### src/rtl/adc_seq_pkg.sv
// Shared types for the converter sequencer.
// Assumes: a single system clock domain for all sequencing logic.
package adc_seq_pkg;
    typedef enum logic [2:0] {
        ST_IDLE,
        ST_SAMP,
        ST_FCD,
        ST_CLK,
        ST_CWAIT,
        ST_CALP,
        ST_CALRUN
    } seq_state_t;
endpackage

### src/rtl/adc_clk_gen.sv
// Converter clock generator: while en is high, produces a square wave whose
// first system cycle is high. Each period is HI cycles high, then LO cycles low.
// Assumes en is held for whole periods by the caller; dropping en forces low.
module adc_clk_gen #(
    parameter int HI = 29,
    parameter int LO = 29
) (
    input  logic clk,
    input  logic rst_n,
    input  logic en,
    output logic clk_out,
    output logic period_end
);
    localparam int PER = HI + LO;
    localparam int CW  = $clog2(PER);

    logic [CW-1:0] phase;

    // Phase counter across one converter clock period.
    always_ff @(posedge clk) begin
        if (!rst_n || !en) phase <= '0;
        else if (phase == CW'(PER - 1)) phase <= '0;
        else phase <= phase + 1'b1;
    end

    assign clk_out    = en && (phase < CW'(HI));
    assign period_end = en && (phase == CW'(PER - 1));

    generate
        if (HI >= 2) begin : g_hi_chk
            // a high phase lasts more than one cycle while enabled.
            a_r3_high_holds: assert property (@(posedge clk) disable iff (!rst_n)
                ($rose(clk_out) && en) |=> (clk_out || !en));
        end
    endgenerate
endmodule

### src/rtl/adc_bit_capture.sv
// Serial capture: two-stage synchronises busy, sclk and sdata. On each
// synchronised sclk rise it shifts sdata in MSB first, up to NBITS bits.
// Assumes sclk high and low phases each last at least two system cycles.
module adc_bit_capture #(
    parameter int NBITS = 16,
    localparam int CNT_W = $clog2(NBITS + 1)
) (
    input  logic             clk,
    input  logic             rst_n,
    input  logic             clear,
    input  logic             busy_in,
    input  logic             sclk_in,
    input  logic             sdata_in,
    output logic             busy_s,
    output logic [NBITS-1:0] word,
    output logic [CNT_W-1:0] bit_cnt
);
    logic [1:0] busy_q, sclk_q, sdata_q;
    logic       sclk_prev;
    logic       sclk_rise;

    // Two-flop synchronisers and edge history.
    always_ff @(posedge clk) begin
        if (!rst_n) begin
            busy_q    <= '0;
            sclk_q    <= '0;
            sdata_q   <= '0;
            sclk_prev <= 1'b0;
        end else begin
            busy_q    <= {busy_q[0], busy_in};
            sclk_q    <= {sclk_q[0], sclk_in};
            sdata_q   <= {sdata_q[0], sdata_in};
            sclk_prev <= sclk_q[1];
        end
    end

    assign busy_s    = busy_q[1];
    assign sclk_rise = sclk_q[1] && !sclk_prev;

    // Shift register and bit count, saturating at NBITS.
    always_ff @(posedge clk) begin
        if (!rst_n || clear) begin
            word    <= '0;
            bit_cnt <= '0;
        end else if (sclk_rise && (bit_cnt < CNT_W'(NBITS))) begin
            word    <= {word[NBITS-2:0], sdata_q[1]};
            bit_cnt <= bit_cnt + 1'b1;
        end
    end

    // a full word is frozen until the next clear.
    a_r4_full_word_frozen: assert property (@(posedge clk) disable iff (!rst_n)
        (bit_cnt == CNT_W'(NBITS) && !clear) |=> $stable(word));
endmodule

### src/rtl/adc_busy_watchdog.sv
// Busy watchdog: counts cycles while armed. It flags expiry on the LIMIT-th
// armed cycle. Disarming clears the count.
// Assumes LIMIT >= 2.
module adc_busy_watchdog #(
    parameter int LIMIT = 6_000_000
) (
    input  logic clk,
    input  logic rst_n,
    input  logic arm,
    output logic expired
);
    localparam int CW = $clog2(LIMIT + 1);

    logic [CW-1:0] cnt;

    // Armed-cycle counter, saturating at LIMIT.
    always_ff @(posedge clk) begin
        if (!rst_n || !arm) cnt <= '0;
        else if (cnt != CW'(LIMIT)) cnt <= cnt + 1'b1;
    end

    assign expired = arm && (cnt == CW'(LIMIT - 1));

    // expiry never coincides with the first armed cycle.
    a_r8_no_early_expiry: assert property (@(posedge clk) disable iff (!rst_n)
        $rose(arm) |-> !expired);
endmodule

### src/rtl/adc_seq_ctrl.sv
// Top sequencer for a serial-output SAR converter. It runs conversion
// (sample window, first-clock delay, RES_BITS+1 clock pulses, wait for busy)
// and calibration (strobe, then clocks until busy completes), each bounded
// by a watchdog.
// Assumes every *_CYC parameter is at least 1, and CLK_HI_CYC and CLK_LO_CYC
// are at least 3.
module adc_seq_ctrl
    import adc_seq_pkg::*;
#(
    parameter int RES_BITS       = 16,
    parameter int CLK_HI_CYC     = 29,
    parameter int CLK_LO_CYC     = 29,
    parameter int SAMPLE_CYC     = 210,
    parameter int FIRST_DLY_CYC  = 5,
    parameter int CAL_PULSE_CYC  = 10,
    parameter int WAIT_LIMIT_CYC = 6_000_000
) (
    input  logic                clk,
    input  logic                rst_n,
    input  logic                conv_req,
    input  logic                cal_req,
    output logic                ready,
    output logic [RES_BITS-1:0] result_data,
    output logic                result_valid,
    output logic                timeout_err,
    output logic                adc_sample,
    output logic                adc_clk,
    output logic                adc_cal,
    input  logic                adc_busy,
    input  logic                adc_sclk,
    input  logic                adc_sdata
);
    localparam int NPULSE  = RES_BITS + 1;
    localparam int TMR_A   = (SAMPLE_CYC > FIRST_DLY_CYC) ? SAMPLE_CYC : FIRST_DLY_CYC;
    localparam int TMR_MAX = (TMR_A > CAL_PULSE_CYC) ? TMR_A : CAL_PULSE_CYC;
    localparam int TMR_W   = $clog2(TMR_MAX + 1);
    localparam int PC_W    = $clog2(NPULSE + 1);
    localparam int BC_W    = $clog2(RES_BITS + 1);

    seq_state_t          state;
    logic [TMR_W-1:0]    tmr;
    logic [PC_W-1:0]     pulses;
    logic                seen_busy;
    logic                busy_s;
    logic [RES_BITS-1:0] cap_word;
    logic [BC_W-1:0]     cap_cnt;
    logic                gen_en, period_end, wd_arm, wd_expired;

    assign gen_en = (state == ST_CLK) || (state == ST_CALRUN);
    assign wd_arm = (state == ST_CWAIT) || (state == ST_CALRUN);

    adc_clk_gen #(.HI(CLK_HI_CYC), .LO(CLK_LO_CYC)) clkgen_i (
        .clk(clk), .rst_n(rst_n), .en(gen_en),
        .clk_out(adc_clk), .period_end(period_end)
    );

    adc_bit_capture #(.NBITS(RES_BITS)) cap_i (
        .clk(clk), .rst_n(rst_n), .clear(state == ST_SAMP),
        .busy_in(adc_busy), .sclk_in(adc_sclk), .sdata_in(adc_sdata),
        .busy_s(busy_s), .word(cap_word), .bit_cnt(cap_cnt)
    );

    adc_busy_watchdog #(.LIMIT(WAIT_LIMIT_CYC)) wd_i (
        .clk(clk), .rst_n(rst_n), .arm(wd_arm), .expired(wd_expired)
    );

    // Sequencer: steps conversion and calibration phases and registers results.
    always_ff @(posedge clk) begin
        if (!rst_n) begin
            state        <= ST_IDLE;
            tmr          <= '0;
            pulses       <= '0;
            seen_busy    <= 1'b0;
            result_data  <= '0;
            result_valid <= 1'b0;
            timeout_err  <= 1'b0;
        end else begin
            result_valid <= 1'b0;
            case (state)
                ST_IDLE: begin
                    tmr <= '0;
                    if (!busy_s && cal_req) begin
                        state       <= ST_CALP;
                        timeout_err <= 1'b0;
                    end else if (!busy_s && conv_req) begin
                        state       <= ST_SAMP;
                        timeout_err <= 1'b0;
                    end
                end
                ST_SAMP: begin
                    if (tmr == TMR_W'(SAMPLE_CYC - 1)) begin
                        state <= ST_FCD;
                        tmr   <= '0;
                    end else tmr <= tmr + 1'b1;
                end
                ST_FCD: begin
                    if (tmr == TMR_W'(FIRST_DLY_CYC - 1)) begin
                        state  <= ST_CLK;
                        tmr    <= '0;
                        pulses <= '0;
                    end else tmr <= tmr + 1'b1;
                end
                ST_CLK: begin
                    if (period_end) begin
                        if (pulses == PC_W'(NPULSE - 1)) state <= ST_CWAIT;
                        else pulses <= pulses + 1'b1;
                    end
                end
                ST_CWAIT: begin
                    if (wd_expired) begin
                        state       <= ST_IDLE;
                        timeout_err <= 1'b1;
                    end else if (!busy_s && cap_cnt == BC_W'(RES_BITS)) begin
                        state        <= ST_IDLE;
                        result_data  <= cap_word;
                        result_valid <= 1'b1;
                    end
                end
                ST_CALP: begin
                    if (tmr == TMR_W'(CAL_PULSE_CYC - 1)) begin
                        state     <= ST_CALRUN;
                        tmr       <= '0;
                        seen_busy <= 1'b0;
                    end else tmr <= tmr + 1'b1;
                end
                ST_CALRUN: begin
                    if (wd_expired) begin
                        state       <= ST_IDLE;
                        timeout_err <= 1'b1;
                    end else if (busy_s) seen_busy <= 1'b1;
                    else if (seen_busy) state <= ST_IDLE;
                end
                default: state <= ST_IDLE;
            endcase
        end
    end

    assign ready      = (state == ST_IDLE) && !busy_s;
    assign adc_sample = (state == ST_SAMP);
    assign adc_cal    = (state == ST_CALP);

    // converter strobes are mutually exclusive.
    a_r9_strobes_exclusive: assert property (@(posedge clk) disable iff (!rst_n)
        $onehot0({adc_sample, adc_clk, adc_cal}));
    // nothing is driven high while ready.
    a_r9_quiet_when_ready: assert property (@(posedge clk) disable iff (!rst_n)
        ready |-> !(adc_sample || adc_clk || adc_cal));
    // the valid strobe lasts one cycle.
    a_r4_valid_single: assert property (@(posedge clk) disable iff (!rst_n)
        result_valid |=> !result_valid);
    // sampling starts only after ready was seen.
    a_r5_sample_from_ready: assert property (@(posedge clk) disable iff (!rst_n)
        $rose(adc_sample) |-> $past(ready));
    // a timeout always lands in idle.
    a_r8_timeout_idle: assert property (@(posedge clk) disable iff (!rst_n)
        $rose(timeout_err) |-> (state == ST_IDLE && !result_valid));
endmodule

### config.mk
export PLATFORM = sky130hd
export DESIGN_NAME = adc_seq_ctrl
export DESIGN_NICKNAME = d
export VERILOG_FILES = /design/src/rtl/adc_seq_pkg.sv /design/src/rtl/adc_clk_gen.sv /design/src/rtl/adc_bit_capture.sv /design/src/rtl/adc_busy_watchdog.sv /design/src/rtl/adc_seq_ctrl.sv
export SDC_FILE = /design/constraint.sdc
export NUM_CORES = 1
export LEC_CHECK = 0
export BUFFER_PORTS_ARGS = -buffer_cell sky130_fd_sc_hd__buf_2
export CAP_MARGIN = 20
export CORE_MARGIN = 2
export CORE_UTILIZATION = 45
export DETAILED_ROUTE_END_ITERATION = 7
export PLACE_DENSITY = 0.68
export REMOVE_ABC_BUFFERS = 1
export SETUP_SLACK_MARGIN = 0.02
export SYNTH_ARGS = -nofsm -noshare
export SYNTH_HDL_FRONTEND = slang
export SYNTH_HIERARCHICAL = 1
export SYNTH_SLANG_ARGS = --single-unit
### constraint.sdc
create_clock -name clk -period 4.64 [get_ports clk]
set_input_delay 0.928 -clock clk [delete_from_list [all_inputs] [get_ports clk]]
set_output_delay 0.928 -clock clk [all_outputs]
set_load 0.005 [all_outputs]
**After elaboration in Yosys (flattened, before gate mapping)**

Cells that the tools add are included.

- $add $sub $neg: 5
- $lt $le $gt $ge: 2
- Equality and inequality tests: 27
- Muxes and demuxes: 30
- Bitwise operators: 3
- Reduce and logical (&&, ||, !) cells: 32

Operators by type and width:

| operator | number |
|---|---|
| $mux 3 | 12 |
| $pmux 8 s4 | 1 |
| $mux 8 | 3 |
| $add 23x1->23 const B | 1 |
| $eq 23x23->1 const B | 1 |
| $ne 23x23->1 const B | 1 |
| $pmux 3 s7 | 1 |
| $mux 5 | 3 |
| $add 5x1->5 const B | 2 |
| $eq 5x5->1 const B | 2 |
| $ne 2x1->1 const B | 5 |
| $pmux 5 s2 | 1 |
| $eq 3x3->1 const B | 3 |
| $logic_and 1x1->1 | 9 |
| $ne 3x3->1 const B | 3 |
| $reduce_and 9->1 | 1 |
| $add 8x1->8 const B | 1 |
| $eq 8x3->1 const B | 1 |
| $eq 8x4->1 const B | 1 |
| $eq 8x8->1 const B | 1 |
| $ne 2x2->1 const B | 4 |
| $reduce_and 4->1 | 2 |
| $mux 1 | 7 |
| $add 6x1->6 const B | 1 |
| 16 further kinds | 32 |

- Register bits: 92
- Bits of input ports: 7
- Output and inout bits: 22
- Word-level logic and storage cells: 114

**Logic depth before layout (Yosys ltp)**

Gate-level depths: netlist (run 1).

- Depth after elaboration: 5
- Gate-level depth with buffers: 10
- Gate-level depth less buffers: 9

**Hierarchy**

Netlist (run 1), hierarchy kept.

By module, submodules not included:

| module | times used | cells each | area each (um^2) | sequential area each (um^2) |
|---|---|---|---|---|
| adc_seq_ctrl | 1 | 217 | 1,785.5 | 700.7 |
| adc_busy_watchdog | 1 | 140 | 1,183.6 | 460.4 |
| adc_bit_capture | 1 | 107 | 948.4 | 560.5 |
| adc_clk_gen | 1 | 37 | 314.1 | 120.1 |

**Worst setup path after synthesis (run 1)**

No wires, ideal clock.

- Path kind: flip-flop to flip-flop
- Start point: register wd_i.cnt[0]
- End point: register state[0]
- Library setup time: 121 ps
- Data arrival time: 2,252 ps
- Required time: 4,519 ps
- Setup slack: 2,267 ps
- Cell stages (with the launch flop): 10
- Path buffers: 0
- Clock period less this slack: 2,373 ps
- Cell sequence: dfxtp_1 -> ha_1 -> and3_1 -> nand3_1 -> nor4_1 -> nor3b_1 -> o221ai_1 -> nand4_2 -> o21bai_1 -> mux2i_1

- Word-level cells in the longest chain between the ends: 4
- Elaborated cells on any way between the ends: 9
- Classes of those cells: 4 x eq/ne; 3 x mux; 2 x reduce/logical

Ends and longest elaborated chain:

| item | line | RTL |
|---|---|---|
| start: declaration | adc_busy_watchdog.sv:14 | `logic [CW-1:0] cnt;` |
| start signal: assignment | adc_busy_watchdog.sv:19 | `else if (cnt != CW'(LIMIT)) cnt <= cnt + 1'b1;` |
| $eq 23x23->1 (*) | adc_busy_watchdog.sv:22 | `assign expired = arm && (cnt == CW'(LIMIT - 1));` |
| $logic_and 1x1->1 (*) | adc_busy_watchdog.sv:22 |  |
| net wd_expired | adc_seq_ctrl.sv:47 | `logic gen_en, period_end, wd_arm, wd_expired;` |
| $ne 3x2->1 (no line), or another cell as far along | - |  |
| $reduce_and 9->1 (no line) or $pmux 3 s7 (tied branches) | - |  |
| end signal: assignment | adc_seq_ctrl.sv:70 | `state <= ST_IDLE;` |
| end signal: assignment | adc_seq_ctrl.sv:83 | `state <= ST_CALP;` |
| end signal: assignment | adc_seq_ctrl.sv:86 | `state <= ST_SAMP;` |
| end: declaration | adc_seq_ctrl.sv:40 | `seq_state_t state;` |

Mark *: on every way through the listed nets, which the timed path passes. The rest lies on a longest branch.
A chain may end at the register's enable or synchronous reset.

**Final worst setup path (run 1)**

Same ends and word-level chain as after synthesis.

==> results.toml, run 1 <==
[power_and_ir_drop]
p_total_mw = 1.69
switchingPower_mw = 0.554
power_leakage_nw = 1.60
p_comb_frac = 0.173
p_sw_frac = 0.327
intPower_mw = 1.14
power.density_nw_per_um2 = 368
ir_drop_v = 0.000220
p_seq_frac = 0.512
p_clk_frac = 0.314

[cts]
postCtsSetupRepairBufs = 0
htree_levels = 3
clockBufferDepth = 2
cts_made_buffers = 9
clock_latency_ns = 0.37
cts_hold_buf = 0
clkTransAtPathRegs_ns = 0.10
cts-resized-gates = 0
cts_root_buf = "clkbuf_8"
cts_tree = "yes"
clock-sinks = 92

[setup_path]
cp_max_fo = 6
r2r_cells = 9
critPathRequiredTime_ns = 4.90
r2r-end = "state[0]"
reg2reg_from = "wd_i/cnt[0]"
worstSetupPathType = "reg2reg"
crit_end = "state[0]"
critPathLaunch = "wd_i/cnt[0]"
ff2ff_setup_slack_ns = 1.74
start_kind = "flop"
cp_data_arrival_time_ns = 3.15
worstSetupEndpointType = "flop"

[global_routing]
grt_pass1_vias = 3078
grt_pass1_wl_um = 14200
grt_max_degree = 28
grt-ovfl-total = 0
antenna_found_initial = 0
grt_use_total = 0.171

[synth]
netlist_area_um2 = 4230
synthFlopType = "dfxtp_1"
ys_seq_elements = 92
synth_async_sr_flop_share = 0
synth.distinct_cells = 66
syn_area_per_cell_um2 = 8.45
yosysWarnings = 6
synthCells = 501
synth_enable_flop_cells = 0
yosysSeqAreaShare = 0.435

[die]
fp.dieW_um = 101
fp.dieH_um = 101
start_util = 0.460
io_pins = 29
core_area_um2 = 9200
rows = 35
die_area_um2 = 10200

[outcome]
status = "finished clean"

[route]
drc = 0
postRouteAntennaNets = 0
vias = 3483
wl_um = 8230
dr.pass1.iters = 4
route.detailed.wl_per_inst_um = 12.9
avgViaCountPerCell = 5.47
drt_iter0_markers = 191

[timing]
maxSlewViolCount = 0
finalClockSkew_ns = 0.0167
fin_crit_ns = 2.90
hold_violations = 0
setup_ws_ns = 1.74
slew_headroom = 0.407
rsz0062_at_grt = "false"
fin_tns_setup_ns = 0
setup_viol = 0
period_share = 0.624
tightest_slew_ns = 0.882
fmaxAchievable_mhz = 345

[place]
dp.cells = 620
io_buffers = 28
gp_congestion = 0.818
pre_cts_slack_ns = 1.73
dp_hpwl_um = 5670

[final_layout]
diodes = 0
finalNonFillerCells = 637
fillers = 898
final_nets = 539
drive_gt1_frac = 0.118
area_delta_synth_final_pct = 8.75
regArea_um2 = 1840
multiInputGateArea_um2 = 2200

[min_path]
hp-start = "cap_i/sdata_q[1]"
min_path_type = "reg2reg"

[job]
drv_cap = 0
==> layout by cell type (no fill, tap or decap), types with 6 or more instances in the layout <==
cell type  instances
nand2_1           95
dfxtp_1           92
a21oi_1           51
nand3_1           32
nor2_1            30
buf_2             28
inv_1             17
ha_1              11
xor2_1            10
and2_1             9
and3_1             9
o21ai_0            9
clkbuf_8           9
or3_1              8
xnor2_1            8
nor3_1             7
nand2b_1           6
nor4_1             6
or4_1              6
==> sequential cells by signal (all words and copies together), names as in the netlist <==
| signal | count |
|---|---|
| cap_i/word | 16 |
| cap_i/bit_cnt | 5 |
| tmr | 8 |
| result_valid | 1 |
| cap_i/busy_q | 2 |
| state | 3 |
| cap_i/sclk_q | 2 |
| result_data | 16 |
| seen_busy | 1 |
| clkgen_i/phase | 6 |
| wd_i/cnt | 23 |
| pulses | 5 |
| timeout_err | 1 |
| cap_i/sdata_q | 2 |
| cap_i/sclk_prev | 1 |
==> logic make-up (layout without fill, tap and decap cells) <==
logic type,Yosys count,after routing,share of synthesized area
AO/OA/AOI/OAI,99,99,0.152
XOR/XNOR,18,18,0.0373
adder cells (fa/ha/maj),11,11,0.0325
buffers and inverters,39,64,0.0441
flip-flops,92,92,0.435
multiplexers,4,4,0.00946
AND/OR/NAND/NOR,238,238,0.289
==> worst max-delay path: stages (launching register included) <==
cell and delay, ns:
dfxtp_1 0.43, ha_1 0.22, and3_1 0.27, nand3_1 0.23
nor4_1 0.78, nor3b_1 0.19, o221ai_1 0.17, nand4_2 0.17
o21bai_1 0.20, mux2i_1 0.13
==> synth_stat cells (3+ instances only) <==
library cell,instances,area share
a211oi_1,3,0.0053
a21o_1,3,0.0053
a21oi_1,51,0.060
a31oi_1,4,0.0059
and2_1,9,0.013
and3_1,9,0.013
buf_2,5,0.0059
buf_6,4,0.011
clkbuf_1,10,0.0089
dfxtp_1,92,0.44
ha_1,11,0.033
inv_1,17,0.015
mux2i_1,4,0.0095
nand2_1,95,0.084
nand2b_1,6,0.0089
nand3_1,32,0.038
nand4_1,4,0.0059
nor2_1,30,0.027
nor3_1,7,0.0083
nor3b_1,3,0.0053
nor4_1,6,0.0089
o211ai_1,3,0.0053
o21ai_0,9,0.011
o21bai_1,3,0.0053
o31ai_1,5,0.0089
or3_1,8,0.012
or4_1,6,0.011
xnor2_1,8,0.017
xor2_1,10,0.021
==> power by group through the flow <==
stage                     Clock, mW  Combinational, mW  Sequential [mW]
after floorplan                   0              0.225            0.870
after global placement            0              0.288            0.884
after detailed placement          0              0.295            0.884
after CTS                     0.547              0.296            0.866
after global routing          0.576              0.334            0.877
final                         0.533              0.293            0.868
==> per-stage QoR <==
stage / utilization / hold slack, ns / area [µm²]
3_3_place_gp: 0.478 / 0.420 / 4400
2_1_floorplan: - / 0.412 / 4120
6_report: 0.500 / 0.434 / 4600
3_5_place_dp: 0.478 / 0.422 / 4400
4_1_cts: 0.500 / 0.434 / 4590
5_1_grt: 0.500 / 0.455 / 4600
==> worst min path at each step <==
stage | depth (start not counted) | slack, ns | end
floorplan | 1 | 0.41 | cap_i/busy_q[1]
global placement | 1 | 0.42 | cap_i/busy_q[1]
detailed placement | 1 | 0.42 | cap_i/busy_q[1]
CTS | 2 | 0.43 | cap_i/word[0]
global route | 1 | 0.46 | cap_i/busy_q[1]
finish | 2 | 0.43 | cap_i/word[0]
==> per-layer routing <==
layer | vias to the layer above | GRT usage | wire length (µm)
li1 | 1801 | - | -
met1 | 1627 | 0.235 | 4190
met2 | 45 | 0.270 | 3690
met3 | 10 | 0.0354 | 245
met4 | 0 | 0.0489 | 94
met5 | - | 0 | 0
==> cell type report <==
| type | count | share of cell area |
|---|---|---|
| timing repair buffer | 29 | 0.0321 |
| sequential | 92 | 0.400 |
| inverter | 19 | 0.0155 |
| multi-input combinational | 370 | 0.479 |
| tap | 111 | 0.0302 |
| clock inverter | 7 | 0.0163 |
| clock buffer | 9 | 0.0269 |
Note: power is estimated with default switching activity, not from simulation.
==> inputs of run 2 (changes only) <==
--- a/config.mk
+++ b/config.mk
@@ -5,6 +5,7 @@
 export SDC_FILE = /design/constraint.sdc
 export NUM_CORES = 1
 export LEC_CHECK = 0
+export ABC_AREA = 1
 export BUFFER_PORTS_ARGS = -buffer_cell sky130_fd_sc_hd__buf_2
 export CAP_MARGIN = 20
 export CORE_MARGIN = 2
==> constraint.sdc (replaced) <==
create_clock -name clk -period 2.9 [get_ports clk]
set_input_delay 0.58 -clock clk [delete_from_list [all_inputs] [get_ports clk]]
set_output_delay 0.58 -clock clk [all_outputs]
set_load 0.005 [all_outputs]
==> run 2 against run 1 <==
Compared with the run above:
- final area up 6.7%
- synthesized area increased by 5.8%
- sequential power is 57% higher
- hold slack worse by 0.043 ns
- power grew 67%
- critical endpoint is now adc_clk
- highest routed layer unchanged
==> results.toml, run 2 <==
[synth]
yosysWarnings = 6
synth.distinct_cells = 35
synthCells = 623
yosys.area.top_type = "dfxtp_1"
netlist_area_um2 = 4480
synthFlopType = "dfxtp_1"
netlist_top_cells_area = "dfxtp_1, nand2_1, nor2_1, inv_1, a21oi_1"
synth_async_sr_flop_share = 0
synth_top_cells_by_count = "nand2_1, nor2_1, dfxtp_1, inv_1, a21oi_1"
synthDominantCellAreaShare = 0.411
synth_most_common_cell = "nand2_1"
yosysSeqAreaShare = 0.411
synth_enable_flop_cells = 0
ys_seq_elements = 92
syn_area_per_cell_um2 = 7.19

[die]
io_pins = 29
fp.dieH_um = 104
rows = 36
start_util = 0.460
core_area_um2 = 9730
die_area_um2 = 10800
fp.dieW_um = 104

[final_layout]
finalNonFillerCells = 790
drive_gt1_frac = 0.163
layout_common_cells = "nand2_1, nor2_1, dfxtp_1"
largest_register = "wd_i/cnt"
largest_registers = "wd_i/cnt (23), cap_i/word (16), result_data (16)"
final_nets = 670
finalInstanceArea_um2 = 4910
area_delta_synth_final_pct = 9.64
largest_reg_flops = 23
layout_commonest_cell = "nand2_1"
diodes = 0

[setup_path]
r2r_cells = 13
r2r-end = "state[1]"
critPathRequiredTime_ns = 2.32
critPathSlowestCell = "dfxtp_1"
ff2ff_setup_slack_ns = 0.79
cp_max_fo = 5
reg2reg_from = "wd_i/cnt[0]"
cp_data_arrival_time_ns = 1.80
start_kind = "flop"
cp_cell_sequence = "nand2_2 > inv_1 > nand2_1 > nand2_1 > inv_1 > nor3_1 > buf_2"
max_stage_delay_ns = 0.50
worstSetupPathType = "reg2out"
worstSetupEndpointType = "output port"

[global_routing]
antenna_found_initial = 0
grt_max_degree = 24
grt_pass1_vias = 3566
grt-ovfl-total = 0
grt_pass1_wl_um = 15400
grt_use_total = 0.170

[timing]
fmaxAchievable_mhz = 421
maxSlewViolCount = 0
hold_violations = 0
whs_ns = 0.391
setup_viol = 0
setup_ws_ns = 0.524
tightest_slew_ns = 0.433
fin_crit_ns = 2.38
period_share = 0.819
fin_tns_setup_ns = 0
finalClockSkew_ns = 0.0151
slew_headroom = 0.711
rsz0062_at_grt = "false"

[min_path]
holdPathEnd = "cap_i/sclk_q[0]"
hold_path_depth = 3
hp-start = "adc_sclk"
min_path_type = "in2reg"

[route]
route.detailed.wl_per_inst_um = 11.3
drt_iter0_markers = 152
dr.pass1.iters = 4
vias = 3785
avgViaCountPerCell = 4.79
postRouteAntennaNets = 0
wl_um = 8910
drc = 0

[cts]
clock_latency_ns = 0.37
cts_root_buf = "clkbuf_8"
htree_levels = 3
clockBufferDepth = 2
cts-resized-gates = 0
cts_made_buffers = 9
cts_tree = "yes"
clkTransAtPathRegs_ns = 0.11
cts_hold_buf = 0
clock-sinks = 92
postCtsSetupRepairBufs = 0

[power_and_ir_drop]
power.density_nw_per_um2 = 578
power_leakage_nw = 1.92
ir_drop_v = 0.000393

[place]
io_buffers = 28
pre_cts_slack_ns = 0.811
dp.cells = 774
dp_hpwl_um = 6380
gp_congestion = 0.847
place_area_um2 = 4700

[job]
drv_cap = 0

[outcome]
status = "finished clean"
## run 2: cell count changes after synthesis, moves of 10 or more
| cell | change |
|---|---|
| a21oi_1 | -11 |
| a21oi_2 | +10 |
| inv_1 | +51 |
| nand2_1 | +49 |
| nor2_1 | +68 |
| nor2_2 | +16 |
| o21ai_0 | +22 |
## run 2: worst max-delay path by stage
stage | start | end | slack (ns) | cells after the start
2_1_floorplan | wd_i/cnt[0] | result_data[0] | 0.96 | 10
3_3_place_gp | wd_i/cnt[0] | state[2] | 0.88 | 13
3_5_place_dp | wd_i/cnt[0] | state[2] | 0.81 | 14
4_1_cts | state[2] | adc_clk | 0.48 | 7
5_1_grt | state[1] | adc_clk | 0.35 | 7
6_report | state[2] | adc_clk | 0.52 | 7
## run 2: cell families after synthesis
family,after synthesis,synth area share
AND/OR/NAND/NOR,330,0.336
AO/OA/AOI/OAI,92,0.116
flip-flops,92,0.411
buffers and inverters,89,0.0875
adder cells (fa/ha/maj),11,0.0307
XOR/XNOR,9,0.0176
## run 2: per-layer routing
layer | track usage | routed length [µm] | share of wire
met1 | 0.214 | 4390 | 0.49
met2 | 0.290 | 4130 | 0.46
met3 | 0.0403 | 308 | 0.035
met4 | 0.0512 | 85 | 0.0095
met5 | 0 | 0 | 0
## run 2: metrics by stage
stage | power, mW | utilization
4_1_cts | 2.86 | 0.505
3_3_place_gp | 1.96 | 0.483
2_1_floorplan | 1.83 | -
5_1_grt | 3.01 | 0.505
6_report | 2.84 | 0.505
3_5_place_dp | 1.98 | 0.483
## run 2: cell type report
type	instances	area, µm²
timing repair buffer	30	155
clock buffer	9	124
clock inverter	7	83.8
inverter	77	294
tap	133	166
fill	998	4820
sequential	92	1840
multi-input combinational	442	2240
## run 2: critical path, delay by kind of cell (launching register included)
| family | cells | cell delay (ns) |
|---|---|---|
| AND/OR/NAND/NOR | 4 | 0.55 |
| buffers and inverters | 3 | 0.39 |
| flip-flops | 1 | 0.50 |
## run 2: power breakdown
| part | total, mW | internal [mW] | switching [mW] |
|---|---|---|---|
| combinational | 0.589 | 0.182 | 0.407 |
| sequential | 1.36 | 1.31 | 0.0533 |
| clock | 0.883 | 0.351 | 0.532 |
==> inputs of run 3 (changes only) <==
--- a/config.mk
+++ b/config.mk
@@ -5,7 +5,7 @@
 export SDC_FILE = /design/constraint.sdc
 export NUM_CORES = 1
 export LEC_CHECK = 0
-export ABC_AREA = 1
+export ABC_AREA = 0
 export BUFFER_PORTS_ARGS = -buffer_cell sky130_fd_sc_hd__buf_2
 export CAP_MARGIN = 20
 export CORE_MARGIN = 2
==> constraint.sdc (replaced) <==
create_clock -name clk -period 2.5 [get_ports clk]
set_input_delay 0.5 -clock clk [delete_from_list [all_inputs] [get_ports clk]]
set_output_delay 0.5 -clock clk [all_outputs]
set_load 0.005 [all_outputs]
==> run 3 against run 2 <==
Compared with the run above:
- flip-flop and latch count is the same
- first-iteration DRC count grew 8.6%
- register-to-register slack lost 0.55 ns
- wire length shrank 5.3%
- sequential power grew 14%
- power grew 12%
- critical endpoint unchanged
- largest cell class unchanged
- largest power group unchanged
==> results.toml, run 3 (synthesis gave the netlist of run 1 again) <==
[global_routing]
antenna_found_initial = 0
grt-ovfl-total = 0
grt_max_degree = 22
grt_pass1_vias = 3287
grt_pass1_wl_um = 14500
grt_use_total = 0.176

[final_layout]
fillers = 883
drive_gt1_frac = 0.141
layout_commonest_cell = "nand2_1"
area_delta_synth_final_pct = 10.9
utilization = 0.510
largest_registers = "wd_i/cnt (23), cap_i/word (16), result_data (16)"
finalNonFillerCells = 649
largest_register = "wd_i/cnt"
largest_reg_flops = 23
final_nets = 551
layout_common_cells = "nand2_1, dfxtp_1, a21oi_1"
diodes = 0

[cts]
clock_latency_ns = 0.37
htree_levels = 3
clockBufferDepth = 2
cts_tree = "yes"
clkTransAtPathRegs_ns = 0.10
cts_root_buf = "clkbuf_8"
cts_made_buffers = 9
clock-sinks = 92

[timing]
hold_violations = 0
maxSlewViolCount = 0
period_share = 0.907
fmaxAchievable_mhz = 441
finalClockSkew_ns = 0.0110
setup_viol = 0
fin_crit_ns = 2.27
rsz0062_at_grt = "false"
setup_ws_ns = 0.232
fin_tns_setup_ns = 0
slew_headroom = 0.573
tightest_slew_ns = 0.638

[route]
avgViaCountPerCell = 5.37
postRouteAntennaNets = 0
wl_um = 8440
route.detailed.wl_per_inst_um = 13.0
drc = 0
vias = 3488
dr.pass1.iters = 4
drt_iter0_markers = 165

[die]
die_area_um2 = 10200
fp.dieW_um = 101
fp.dieH_um = 101
rows = 35
io_pins = 29
core_area_um2 = 9200
start_util = 0.460

[place]
gp_congestion = 0.839
dp_hpwl_um = 6000
io_buffers = 28
dp.cells = 633
pre_cts_slack_ns = 0.128

[min_path]
hold_path_depth = 2
hp-start = "adc_busy"
min_path_type = "in2reg"
holdPathEnd = "cap_i/busy_q[0]"

[setup_path]
cp_max_fo = 8
r2r_cells = 10
worstSetupPathType = "reg2out"
worstSetupEndpointType = "output port"
critPathRequiredTime_ns = 2.00
reg2reg_from = "wd_i/cnt[1]"
ff2ff_setup_slack_ns = 0.24
r2r-end = "state[0]"
cp_data_arrival_time_ns = 1.77
start_kind = "flop"

[job]
drv_cap = 0

[power_and_ir_drop]
p_total_mw = 3.19
power.density_nw_per_um2 = 680
power_leakage_nw = 1.66
ir_drop_v = 0.000291

[outcome]
status = "finished clean"
[run 3: cell count changes in the layout (fill, tap and decap cells not counted), sizes merged, moves of 6 or more]
cell    change
and2        +8
nor3        -6
nand2      -55
or3         +8
o21ai      -28
nor4        +7
or4         +7
buf        +11
nand2b      +6
nor2       -90
inv        -60
and3        +9
[run 3: what timing repair did]
action / CTS / global route
setup endpoints to repair: 0 / 18
setup buffers: 0 / 0
hold buffers: 0 / 0
gates resized for setup: 0 / 2
[run 3: report_power, final]
part | switching [mW] | internal, mW | total, mW
clock network | 0.584 | 0.389 | 0.974
logic | 0.403 | 0.260 | 0.663
registers | 0.0453 | 1.51 | 1.55
total | 1.03 | 2.16 | 3.19
[run 3: worst max-delay path by stage]
| stage | slack [ns] | cells past startpoint | startpoint | endpoint |
|---|---|---|---|---|
| finish | 0.23 | 4 | state[2] | adc_clk |
| global route | 0.05 | 10 | wd_i/cnt[1] | state[0] |
| floorplan | 0.12 | 9 | wd_i/cnt[0] | state[0] |
| global placement | 0.20 | 8 | wd_i/cnt[0] | result_data[1] |
| detailed placement | 0.13 | 8 | wd_i/cnt[0] | result_data[0] |
| CTS | 0.09 | 8 | wd_i/cnt[0] | result_data[0] |
[run 3: routing by layer]
layer  vias up  global-route usage  part of all wire
li1       1824                   -                 -
met1      1602               0.225              0.50
met2        46               0.289              0.45
met3        16              0.0298             0.023
met4         0              0.0863             0.021
met5         -                   0                 0
[run 3: cell type report]
| class | instances | area [µm²] | area share |
|---|---|---|---|
| Clock inverter | 7 | 67.6 | 0.0144 |
| Timing Repair Buffer | 41 | 238 | 0.0507 |
| Multi-Input combinational cell | 370 | 2210 | 0.471 |
| Sequential cell | 92 | 1840 | 0.392 |
| Tap cell | 111 | 139 | 0.0296 |
| Clock buffer | 9 | 124 | 0.0264 |
| Inverter | 19 | 71.3 | 0.0152 |
[run 3: metrics by stage]
stage                     cell area [µm²]  hold WS, ns
after floorplan                      4120        0.412
after global placement               4490        0.413
after detailed placement             4490        0.420
after CTS                            4680        0.323
after global routing                 4690        0.350
final                                4690        0.341
[run 3: worst max-delay path: stages, from the launching register on]
cell and delay (ns):
dfxtp_1 0.46, nand2b_1 0.22, a21boi_0 0.37, o311a_2 0.24
buf_2 0.10
